$ cat config.mk
export PLATFORM = sky130hd
export DESIGN_NAME = usbwk_top
export DESIGN_NICKNAME = d
export VERILOG_FILES = /design/src/rtl/usbwk_pkg.sv /design/src/rtl/usbwk_kdetect.sv /design/src/rtl/usbwk_sync.sv /design/src/rtl/usbwk_status.sv /design/src/rtl/usbwk_top.sv
export SDC_FILE = /design/constraint.sdc
export NUM_CORES = 1
export LEC_CHECK = 0
export BUFFER_PORTS_ARGS = -buffer_cell sky130_fd_sc_hd__buf_2
export CAP_MARGIN = 20
export CORE_AREA = 2 2 39 41
export CTS_CLUSTER_DIAMETER = 60
export CTS_CLUSTER_SIZE = 14
export DETAILED_ROUTE_END_ITERATION = 8
export DIE_AREA = 0 0 41 43
export SYNTH_ARGS = -nofsm -noshare
export SYNTH_HDL_FRONTEND = slang
export SYNTH_SLANG_ARGS = --single-unit
$ cat constraint.sdc
create_clock -name clk -period 2.1 [get_ports clk]
set_clock_uncertainty 0.1 [all_clocks]
set_input_delay 0.42 -clock clk [delete_from_list [all_inputs] [get_ports clk]]
set_output_delay 0.42 -clock clk [all_outputs]
set_load 0.05 [all_outputs]
$ cat src/rtl/usbwk_pkg.sv
package usbwk_pkg;
    localparam int REG_W   = 8;
    localparam int STAT_W  = 2;
    localparam int RES_BIT = 0;
    localparam int SYN_BIT = 1;

    typedef enum logic [1:0] {
        LS_SE0 = 2'b00,
        LS_K   = 2'b01,
        LS_J   = 2'b10,
        LS_SE1 = 2'b11
    } line_state_e;

    typedef struct packed {
        logic sync_det;
        logic resume;
    } wk_status_t;

    function automatic line_state_e decode_line(input logic dp, input logic dm);
        return line_state_e'({dp, dm});
    endfunction
endpackage

$ cat src/rtl/usbwk_kdetect.sv
module usbwk_kdetect
    import usbwk_pkg::*;
(
    input  logic usb_dp,
    input  logic usb_dm,
    input  logic dev_mode,
    input  logic xcvr_susp,
    input  logic wake_en,
    output logic k_qual
);
    line_state_e ls;
    logic        gate_ok;

    always_comb begin
        ls      = decode_line(usb_dp, usb_dm);
        gate_ok = dev_mode & xcvr_susp & wake_en;
        k_qual  = gate_ok & (ls == LS_K);
    end
endmodule

$ cat src/rtl/usbwk_sync.sv
module usbwk_sync #(
    parameter int STAGES = 2
) (
    input  logic clk,
    input  logic rst,
    input  logic d_async,
    output logic q_sync
);
    logic [STAGES-1:0] chain;

    generate
        for (genvar i = 0; i < STAGES; i++) begin : g_stage
            if (i == 0) begin : g_first
                always_ff @(posedge clk) begin
                    if (rst) chain[0] <= 1'b0;
                    else     chain[0] <= d_async;
                end
            end else begin : g_next
                always_ff @(posedge clk) begin
                    if (rst) chain[i] <= 1'b0;
                    else     chain[i] <= chain[i-1];
                end
            end
        end
    endgenerate

    assign q_sync = chain[STAGES-1];
endmodule

$ cat src/rtl/usbwk_status.sv
module usbwk_status
    import usbwk_pkg::*;
(
    input  logic              clk,
    input  logic              rst,
    input  logic              res_set,
    input  logic              syn_set,
    input  logic              wr,
    input  logic [STAT_W-1:0] wmask,
    output logic [REG_W-1:0]  rdata
);
    wk_status_t st;
    logic       clr_res, clr_syn;

    always_comb begin
        clr_res = wr & wmask[RES_BIT];
        clr_syn = wr & wmask[SYN_BIT];
    end

    always_ff @(posedge clk) begin
        if (rst) begin
            st <= '0;
        end else begin
            st.resume   <= res_set | (st.resume   & ~clr_res);
            st.sync_det <= syn_set | (st.sync_det & ~clr_syn);
        end
    end

    always_comb begin
        rdata          = '0;
        rdata[RES_BIT] = st.resume;
        rdata[SYN_BIT] = st.sync_det;
    end

    assert_set_R6: assert property (@(posedge clk) disable iff (rst)
        res_set |=> st.resume);
    assert_sticky_R6: assert property (@(posedge clk) disable iff (rst)
        (st.resume && !clr_res) |=> st.resume);
    assert_clear_R7: assert property (@(posedge clk) disable iff (rst)
        (clr_res && !res_set) |=> !st.resume);
    assert_sync_set_R9: assert property (@(posedge clk) disable iff (rst)
        syn_set |=> st.sync_det);
    assert_sync_clr_R9: assert property (@(posedge clk) disable iff (rst)
        (clr_syn && !syn_set) |=> !st.sync_det);
endmodule

$ cat src/rtl/usbwk_top.sv
module usbwk_top
    import usbwk_pkg::*;
#(
    parameter int SYNC_STAGES = 2
) (
    input  logic              clk,
    input  logic              rst,
    input  logic              usb_dp,
    input  logic              usb_dm,
    input  logic              dev_mode,
    input  logic              xcvr_susp,
    input  logic              wake_en,
    input  logic              sync_evt,
    input  logic              reg_wr,
    input  logic [STAT_W-1:0] reg_wdata,
    output logic [REG_W-1:0]  reg_rdata,
    output logic              wake_req
);
    logic k_qual;
    logic k_sync;

    usbwk_kdetect u_det (
        .usb_dp    (usb_dp),
        .usb_dm    (usb_dm),
        .dev_mode  (dev_mode),
        .xcvr_susp (xcvr_susp),
        .wake_en   (wake_en),
        .k_qual    (k_qual)
    );

    usbwk_sync #(.STAGES(SYNC_STAGES)) u_sync (
        .clk     (clk),
        .rst     (rst),
        .d_async (k_qual),
        .q_sync  (k_sync)
    );

    usbwk_status u_stat (
        .clk     (clk),
        .rst     (rst),
        .res_set (k_sync),
        .syn_set (sync_evt),
        .wr      (reg_wr),
        .wmask   (reg_wdata),
        .rdata   (reg_rdata)
    );

    assign wake_req = k_qual;

    assert_gate_R2: assert property (@(posedge clk) disable iff (rst)
        wake_req |-> wake_en);
    assert_host_R3: assert property (@(posedge clk) disable iff (rst)
        wake_req |-> dev_mode);
    assert_susp_R4: assert property (@(posedge clk) disable iff (rst)
        wake_req |-> xcvr_susp);
    assert_kstate_R5: assert property (@(posedge clk) disable iff (rst)
        wake_req |-> (!usb_dp && usb_dm));
    assert_reserved_R10: assert property (@(posedge clk) disable iff (rst)
        reg_rdata[REG_W-1:STAT_W] == '0);
endmodule

# == Word level (Yosys, flattened, before mapping) ==
# Cells that the tools add are included.
# W data, S select, Z words.
# totals
register_bits,4
inputBits,11
out_inout_bits,9
word_cells,16
# op_classes
eq_ne,1
bitwise_logic,11
# ops
cell,count
$and A1 B1 Y1,7
$eq A2 B1 Y1 const B,1
$not A1 Y1,2
$or A1 B1 Y1,2

# == Longest topological paths before layout ==
# Gate-level depths: netlist of run 1.
# logic_depth
depth_word,4
mapped_depth,2
mapped_depth_nobuf,2

# == Hierarchy ==
# From an unflattened synthesis of run 1, not the netlist that was laid out.
# unflattened
hier_cells,21
hier_area_um2,190.2
# modules_own_cells
module,n_inst,cells_per_inst,area_each_um2,seq_area_each_um2
usbwk_status,1,15,121.4,40.0
usbwk_sync,1,4,52.6,40.0
usbwk_kdetect,1,2,16.3,0.0

# == Worst setup path after synthesis of run 1 ==
# Ideal clock, no wire load.
# synth_timing
kind,input -> output
from,input port usb_dp
to,output port wake_req
arrival_ps,1222
t_required_ps,1580
path_slack_ps,358
path_stages,2
path_buffers,0
cell_sequence,nand2b_1 nor2_1
# synth_between
elab_chain_cells,2
# synth_lines
item,line,text
from (decl),usbwk_top.sv:8,"input logic usb_dp,"
$eq A2 B1 Y1,usbwk_kdetect.sv:17,k_qual = gate_ok & (ls == LS_K);
$and A1 B1 Y1,usbwk_kdetect.sv:17,
to (decl),usbwk_top.sv:17,output logic wake_req
# No other way between the ends.

# == Worst setup path in the final report of run 1 ==
# Same ends and word-level chain as after synthesis.

==> run_summary.xml, run 1 <==
<?xml version="1.0" encoding="UTF-8"?>
<metrics>
  <group name="outcome">
    <metric name="outcome" unit="">finished clean</metric>
  </group>
  <group name="synthesis">
    <metric name="synth_area_leaders" unit="">sky130_fd_sc_hd__dfxtp_1 (43%), sky130_fd_sc_hd__buf_4 (24%), sky130_fd_sc_hd__a311oi_1 (9.3%), sky130_fd_sc_hd__nor2_1 (6.0%), sky130_fd_sc_hd__inv_1 (4.0%)</metric>
    <metric name="distinct_cell_type_count_of_the_synthesized_netlist" unit="">10</metric>
    <metric name="synth_area_per_cell" unit="um^2">8.531</metric>
    <metric name="netlist.area_leader.share" unit="%">42.67</metric>
    <metric name="synth_most_common_cell" unit="">sky130_fd_sc_hd__buf_4</metric>
    <metric name="synth.yosys.warnings" unit="">0</metric>
    <metric name="postSynthRegisterBits" unit="">4</metric>
    <metric name="post_synth_fa_ha_maj_area_fraction" unit="%">0</metric>
    <metric name="yosys.area_share.simple" unit="%">18.00</metric>
    <metric name="synth-compound-area-share" unit="%">9.333</metric>
    <metric name="synth_common_cells" unit="">sky130_fd_sc_hd__buf_4 (6), sky130_fd_sc_hd__dfxtp_1 (4), sky130_fd_sc_hd__nor2_1 (3)</metric>
    <metric name="postSynth.topFlopCell" unit="">sky130_fd_sc_hd__dfxtp_1</metric>
    <metric name="netlist_instances" unit="">22</metric>
    <metric name="synthesis.area" unit="um^2">187.7</metric>
    <metric name="post_synth_top_area_cell" unit="">sky130_fd_sc_hd__dfxtp_1</metric>
    <metric name="synth-xor-area-share" unit="%">0</metric>
    <metric name="synth_edf_count" unit="">0</metric>
    <metric name="ys_seq_area_share" unit="%">42.67</metric>
    <metric name="muxShareOfSynthArea" unit="%">0</metric>
    <metric name="synth_top_family_by_area" unit="">buffers and inverters</metric>
    <metric name="postSynth.asyncResetShare" unit="%">0</metric>
  </group>
  <group name="sta">
    <metric name="post_route_setup_tns" unit="ns">0</metric>
    <metric name="holdWs" unit="ns">0.2876</metric>
    <metric name="maxClockFrequency" unit="GHz">0.6558</metric>
    <metric name="maxSlewViolCount" unit="">0</metric>
    <metric name="unrepaired_setup_endpoints_after_global_routing" unit="">no</metric>
    <metric name="hold_violations" unit="">0</metric>
    <metric name="timing.final.setup_violations" unit="">0</metric>
    <metric name="post-route-min-period" unit="ns">1.525</metric>
    <metric name="finalCritPeriodShare" unit="%">72.61</metric>
  </group>
  <group name="setup_path">
    <metric name="start_kind" unit="">input port</metric>
    <metric name="timing.critical_path.mode_cell" unit="">sky130_fd_sc_hd__buf_2</metric>
    <metric name="reg2regPathDepth" unit="">2</metric>
    <metric name="critical_path.max_fanout" unit="">2</metric>
    <metric name="critical_path_arrival" unit="ns">1.00</metric>
    <metric name="crit_path_cell_trace" unit="">buf_2 &gt; nand2b_1 &gt; nor2_1 &gt; buf_2</metric>
    <metric name="worst_path_max_delay_cell" unit="">sky130_fd_sc_hd__buf_2</metric>
    <metric name="timing.rr.start" unit="">u_sync.q_sync</metric>
    <metric name="capturing_element_of_the_worst_setup_path" unit="">wake_req</metric>
    <metric name="worst-path-stages" unit="">4</metric>
    <metric name="setup.reg_to_reg.worst_slack" unit="ns">1.31</metric>
    <metric name="criticalPathCategory" unit="">input port to output port</metric>
    <metric name="endpoint_kind" unit="">output port</metric>
    <metric name="top_cell_family_by_delay_on_the_critical_path" unit="">buffers and inverters</metric>
    <metric name="timing.rr.end" unit="">u_stat.rdata[0]</metric>
    <metric name="worst_path_largest_cell_delay" unit="ns">0.26</metric>
    <metric name="worst-endpoint-required" unit="ns">1.58</metric>
    <metric name="cp.buffers_inverters" unit="">2</metric>
    <metric name="startpoint" unit="">usb_dp</metric>
  </group>
  <group name="clock_network">
    <metric name="cts_hold_repair.buffers" unit="">0</metric>
    <metric name="ctsRootBufferMaster" unit="">sky130_fd_sc_hd__clkbuf_4</metric>
    <metric name="tritoncts" unit="">built</metric>
    <metric name="ctsHtreeMaxLevel" unit="">1</metric>
    <metric name="cts_resized" unit="">0</metric>
    <metric name="clock_path_buffers" unit="">2</metric>
    <metric name="cts_setup_buffers" unit="">0</metric>
    <metric name="cts.sink_count" unit="">4</metric>
    <metric name="cts-buffers-inserted" unit="">3</metric>
    <metric name="clock_latency" unit="ns">0.23</metric>
    <metric name="cts.clk_slew.worst_paths" unit="ns">0.04</metric>
  </group>
  <group name="drt">
    <metric name="avgRoutedWirePerCell" unit="um">6.830</metric>
    <metric name="initialDrtViolationCount" unit="">4</metric>
    <metric name="drc_errors" unit="">0</metric>
    <metric name="ant_nets" unit="">0</metric>
    <metric name="drt-pass1-iter-count" unit="">2</metric>
    <metric name="totalWireLength" unit="um">362</metric>
    <metric name="detailroute.via_count" unit="">176</metric>
    <metric name="viasPerCell" unit="">3.321</metric>
  </group>
  <group name="power_and_ir_drop">
    <metric name="ir_worst_vdd" unit="V">0.0002187</metric>
    <metric name="switching_share_of_power" unit="%">30.67</metric>
    <metric name="share_of_power_burned_in_combinational_logic" unit="%">21.0</metric>
    <metric name="netSwitchingPower" unit="mW">0.06723</metric>
    <metric name="power.internal" unit="mW">0.1520</metric>
    <metric name="design_power_total" unit="mW">0.2192</metric>
    <metric name="p_leak" unit="nW">0.1386</metric>
    <metric name="share_seq_of_total_power" unit="%">36.0</metric>
    <metric name="clockPowerShare" unit="%">43.0</metric>
    <metric name="power_per_cell_area" unit="nW/um^2">814.8</metric>
  </group>
  <group name="die">
    <metric name="floorplan.io_pins" unit="">20</metric>
    <metric name="start_util" unit="%">13.56</metric>
    <metric name="fp.dieW" unit="um">41</metric>
    <metric name="die_height" unit="um">43</metric>
    <metric name="standard_cell_rows" unit="">14</metric>
    <metric name="core_area" unit="um^2">1384</metric>
    <metric name="design.die.area" unit="um^2">1763</metric>
  </group>
  <group name="placement">
    <metric name="dp.final_hpwl" unit="um">292.9</metric>
    <metric name="gp_congestion" unit="">0.5229</metric>
    <metric name="place.port_buffers" unit="">13</metric>
  </group>
  <group name="global_route">
    <metric name="global_route.overflow_total" unit="">0</metric>
    <metric name="antenna_found_initial" unit="">0</metric>
    <metric name="global_route.usage.total" unit="%">5.216</metric>
    <metric name="grt_max_degree" unit="">5</metric>
    <metric name="grt_pass1_wl" unit="um">531</metric>
    <metric name="vias_in_the_first_global_route" unit="">142</metric>
  </group>
  <group name="cells_and_area">
    <metric name="finalNetCount" unit="">50</metric>
    <metric name="share_of_layout_cells_above_drive_strength_1" unit="%">43.24</metric>
    <metric name="layout.filler_cells" unit="">159</metric>
    <metric name="antenna_cells" unit="">0</metric>
    <metric name="area_delta_synth_final" unit="%">43.33</metric>
  </group>
  <group name="run">
    <metric name="maxCapViolCount" unit="">0</metric>
  </group>
  <group name="min_path">
    <metric name="hold_path_class" unit="">input port to flip-flop</metric>
    <metric name="timing.hold.worst.start" unit="">reg_wdata[0]</metric>
  </group>
</metrics>
==> routing by layer <==
metal  global-route usage [%]  part of all wire (%)  vias to the layer above  wire (um)
li1                         -                     -                       91          -
met4                    6.000                   1.4                        0          5
met2                    5.938                    41                       14        147
met5                        0                     0                        -          0
met1                    4.808                    37                       69        135
met3                    4.712                    20                        2         74
==> through the flow <==
step | instances | setup WS (ns) | utilization, % | cell area (um^2)
after floorplan | 27 | 0.3575 | - | 206.4
after global routing | 53 | 0.5042 | 19.44 | 269.0
after CTS | 53 | 0.5683 | 19.44 | 269.0
after detailed placement | 50 | 0.5727 | 17.81 | 246.5
after global placement | 50 | 0.5780 | 17.81 | 246.5
final | 53 | 0.5751 | 19.44 | 269.0
==> worst min path at each step <==
| stage | cells after the start | slack (ns) | to |
|---|---|---|---|
| after detailed placement | 1 | 0.32 | u_sync.q_sync |
| after CTS | 2 | 0.28 | u_stat.rdata[0] |
| final | 2 | 0.29 | u_stat.rdata[0] |
| after global placement | 1 | 0.32 | u_sync.q_sync |
| after global routing | 2 | 0.29 | u_stat.rdata[0] |
| after floorplan | 1 | 0.31 | u_sync.q_sync |
==> placed cells by master, fill, tap and decap left out <==
cell type / instances
sky130_fd_sc_hd__conb_1: 6
sky130_fd_sc_hd__a311oi_1: 2
sky130_fd_sc_hd__buf_2: 13
sky130_fd_sc_hd__nand2b_1: 1
sky130_fd_sc_hd__clkbuf_4: 3
sky130_fd_sc_hd__nor2b_1: 1
sky130_fd_sc_hd__nand3_1: 1
sky130_fd_sc_hd__nor2_1: 3
sky130_fd_sc_hd__nor3_1: 1
sky130_fd_sc_hd__inv_1: 2
sky130_fd_sc_hd__dfxtp_1: 4
==> power by group through the flow <==
stage	Combinational [mW]	Sequential, mW	Clock [mW]
after floorplan	0.0369	0.0856	0
after global placement	0.0457	0.0801	0
after detailed placement	0.0460	0.0802	0
after CTS	0.0461	0.0789	0.103
after global routing	0.0491	0.0790	0.107
final	0.0460	0.0789	0.0943
==> logic make-up (layout without fill, tap and decap cells) <==
kind of cell / Yosys count / in the layout
other: 1 / 6
AND/OR/NAND/NOR: 7 / 7
buffers and inverters: 8 / 18
flip-flops: 4 / 4
AO/OA/AOI/OAI: 2 / 2
==> state kept, by name, summed over array words and instances, names as in the netlist <==
name / count
u_stat.rdata: 2
u_sync.q_sync: 1
u_sync.chain: 1
==> final cells by class <==
class | count | area (um^2) | share of cell area [%]
Timing Repair Buffer | 13 | 65.06 | 24.19
Multi-Input combinational cell | 15 | 73.82 | 27.44
Sequential cell | 4 | 80.08 | 29.77
Inverter | 2 | 7.507 | 2.791
Clock buffer | 3 | 22.52 | 8.372
Tap cell | 16 | 20.02 | 7.442
==> worst register-to-register path: stages, from the launching register on <==
cell and delay (ns):
sky130_fd_sc_hd__dfxtp_1 0.31, sky130_fd_sc_hd__inv_1 0.04, sky130_fd_sc_hd__a311oi_1 0.25
No activity file was read; power rests on OpenSTA's default activity.
==> run 2, diff against run 1 <==
- clock period: 2.1 -> 1.5 ns (I/O delays scaled with it)
==> run 2 against run 1 <==
Critical endpoint unchanged. Combinational power rose by 41%. Sequential share of layout area shrank 0.27 points. Final cell count is the same. Largest cell class unchanged. Flip-flop and latch count is the same. Largest power group unchanged. Clock-buffer cell count did not move. Register-to-register slack got worse by 0.60 ns. Wire length shrank 3.3%. Sequential power rose by 41%. Critical path type unchanged. Cell area is 0.93% higher. Clock power rose by 40%. Via count fell by 1.7%. Global-route usage is 0.10 points lower.
==> run_summary.xml, run 2 (same netlist as run 1, synthesis figures left out) <==
<?xml version="1.0" encoding="UTF-8"?>
<metrics>
  <group name="die">
    <metric name="die_height" unit="um">43</metric>
    <metric name="fp.dieW" unit="um">41</metric>
    <metric name="standard_cell_rows" unit="">14</metric>
    <metric name="core_area" unit="um^2">1384</metric>
    <metric name="floorplan.io_pins" unit="">20</metric>
    <metric name="start_util" unit="%">13.56</metric>
    <metric name="design.die.area" unit="um^2">1763</metric>
  </group>
  <group name="cells_and_area">
    <metric name="layout_common_cells" unit="">sky130_fd_sc_hd__buf_2 (13), sky130_fd_sc_hd__conb_1 (6), sky130_fd_sc_hd__dfxtp_1 (4)</metric>
    <metric name="largest_reg_flops" unit="">2</metric>
    <metric name="area_delta_synth_final" unit="%">44.67</metric>
    <metric name="finalNetCount" unit="">50</metric>
    <metric name="layout.cells.most_common" unit="">sky130_fd_sc_hd__buf_2</metric>
    <metric name="finish.cell_count_without_fillers" unit="">53</metric>
    <metric name="share_of_layout_cells_above_drive_strength_1" unit="%">45.95</metric>
    <metric name="final_design_area_no_fill" unit="um^2">271.5</metric>
    <metric name="antenna_cells" unit="">0</metric>
  </group>
  <group name="run">
    <metric name="maxCapViolCount" unit="">0</metric>
  </group>
  <group name="sta">
    <metric name="finalCritPeriodShare" unit="%">86.60</metric>
    <metric name="maxSlewViolCount" unit="">0</metric>
    <metric name="timing.final.setup_violations" unit="">0</metric>
    <metric name="unrepaired_setup_endpoints_after_global_routing" unit="">no</metric>
    <metric name="post_route_setup_tns" unit="ns">0</metric>
    <metric name="post-route-min-period" unit="ns">1.299</metric>
    <metric name="maxClockFrequency" unit="GHz">0.7698</metric>
    <metric name="hold_violations" unit="">0</metric>
  </group>
  <group name="clock_network">
    <metric name="cts_resized" unit="">0</metric>
    <metric name="tritoncts" unit="">built</metric>
    <metric name="ctsHtreeMaxLevel" unit="">1</metric>
    <metric name="cts_setup_buffers" unit="">0</metric>
    <metric name="clock_latency" unit="ns">0.23</metric>
    <metric name="cts.clk_slew.worst_paths" unit="ns">0.04</metric>
    <metric name="cts-buffers-inserted" unit="">3</metric>
    <metric name="cts.sink_count" unit="">4</metric>
    <metric name="clock_path_buffers" unit="">2</metric>
    <metric name="cts_hold_repair.buffers" unit="">0</metric>
    <metric name="ctsRootBufferMaster" unit="">sky130_fd_sc_hd__clkbuf_4</metric>
  </group>
  <group name="drt">
    <metric name="initialDrtViolationCount" unit="">3</metric>
    <metric name="route.met3.wl" unit="um">89</metric>
    <metric name="routed-wl-met2" unit="um">119</metric>
    <metric name="drt-pass1-iter-count" unit="">2</metric>
    <metric name="detail_route.wirelength.met1" unit="um">135</metric>
    <metric name="viasPerCell" unit="">3.264</metric>
    <metric name="drc_errors" unit="">0</metric>
    <metric name="ant_nets" unit="">0</metric>
    <metric name="detailroute.via_count" unit="">173</metric>
    <metric name="top_layer_used" unit="">met4</metric>
    <metric name="totalWireLength" unit="um">350</metric>
    <metric name="avgRoutedWirePerCell" unit="um">6.604</metric>
  </group>
  <group name="outcome">
    <metric name="outcome" unit="">finished clean</metric>
  </group>
  <group name="setup_path">
    <metric name="critical_path.max_fanout" unit="">2</metric>
    <metric name="start_kind" unit="">input port</metric>
    <metric name="criticalPathCategory" unit="">input port to output port</metric>
    <metric name="critical_path_arrival" unit="ns">0.90</metric>
    <metric name="worst-endpoint-required" unit="ns">1.10</metric>
    <metric name="endpoint_kind" unit="">output port</metric>
  </group>
  <group name="global_route">
    <metric name="vias_in_the_first_global_route" unit="">124</metric>
    <metric name="antenna_found_initial" unit="">0</metric>
    <metric name="global_route.overflow_total" unit="">0</metric>
    <metric name="grt_max_degree" unit="">5</metric>
    <metric name="global_route.usage.total" unit="%">5.115</metric>
    <metric name="grt_pass1_wl" unit="um">489</metric>
  </group>
  <group name="placement">
    <metric name="place.port_buffers" unit="">13</metric>
    <metric name="dp.final_hpwl" unit="um">273.1</metric>
    <metric name="post_dp_cell_area" unit="um^2">249.0</metric>
    <metric name="gp_congestion" unit="">0.5365</metric>
    <metric name="number_of_cells_after_detailed_placement" unit="">50</metric>
  </group>
  <group name="power_and_ir_drop">
    <metric name="p_leak" unit="nW">0.1384</metric>
    <metric name="power_per_cell_area" unit="nW/um^2">1134</metric>
    <metric name="ir_worst_vdd" unit="V">0.0004256</metric>
    <metric name="design_power_total" unit="mW">0.3079</metric>
  </group>
  <group name="min_path">
    <metric name="hold_path_class" unit="">input port to flip-flop</metric>
  </group>
</metrics>
-- run 2: critical path, stage by stage --
cell and delay (ns):
sky130_fd_sc_hd__buf_2 0.09, sky130_fd_sc_hd__nand2b_1 0.15, sky130_fd_sc_hd__nor2_2 0.10, sky130_fd_sc_hd__buf_2 0.26
-- run 2: layout make-up --
class	instances	area (um^2)
Clock buffer	3	22.52
Fill cell	156	1112
Inverter	2	7.507
Multi-Input combinational cell	15	76.32
Sequential cell	4	80.08
Tap cell	16	20.02
Timing Repair Buffer	13	65.06
-- run 2: worst paths after layout --
check                                      from               to  slack (ns)  cells past startpoint
worst max register to register    u_sync.q_sync  u_stat.rdata[0]        0.71                      2
worst min-delay path               reg_wdata[0]  u_stat.rdata[0]        0.17                      2
worst max-delay path                     usb_dp         wake_req        0.20                      4
worst min register to register  u_sync.chain[0]    u_sync.q_sync        0.33                      1
-- run 2: report_power, final --
group          switching, mW  leakage (nW)  internal (mW)
Sequential          0.000979        0.0325          0.110
Combinational         0.0510        0.0921         0.0139
Clock                 0.0430        0.0138         0.0894
-- run 2: layer usage --
metal  vias to the layer above  global-route usage, %
met1                        66                  4.487
met3                         2                  7.853
li1                         89                      -
met2                        16                  5.000
met4                         0                  4.000
met5                         -                      0
-- run 2: stage by stage --
stage                     utilization [%]  hold WS [ns]  setup slack [ns]
after floorplan                         -        0.2716            0.2098
after global placement              17.99        0.3199            0.1992
after detailed placement            17.99        0.3212            0.2015
after CTS                           19.62        0.1589            0.1962
after global routing                19.62        0.1804            0.1543
final                               19.62        0.1665            0.2010
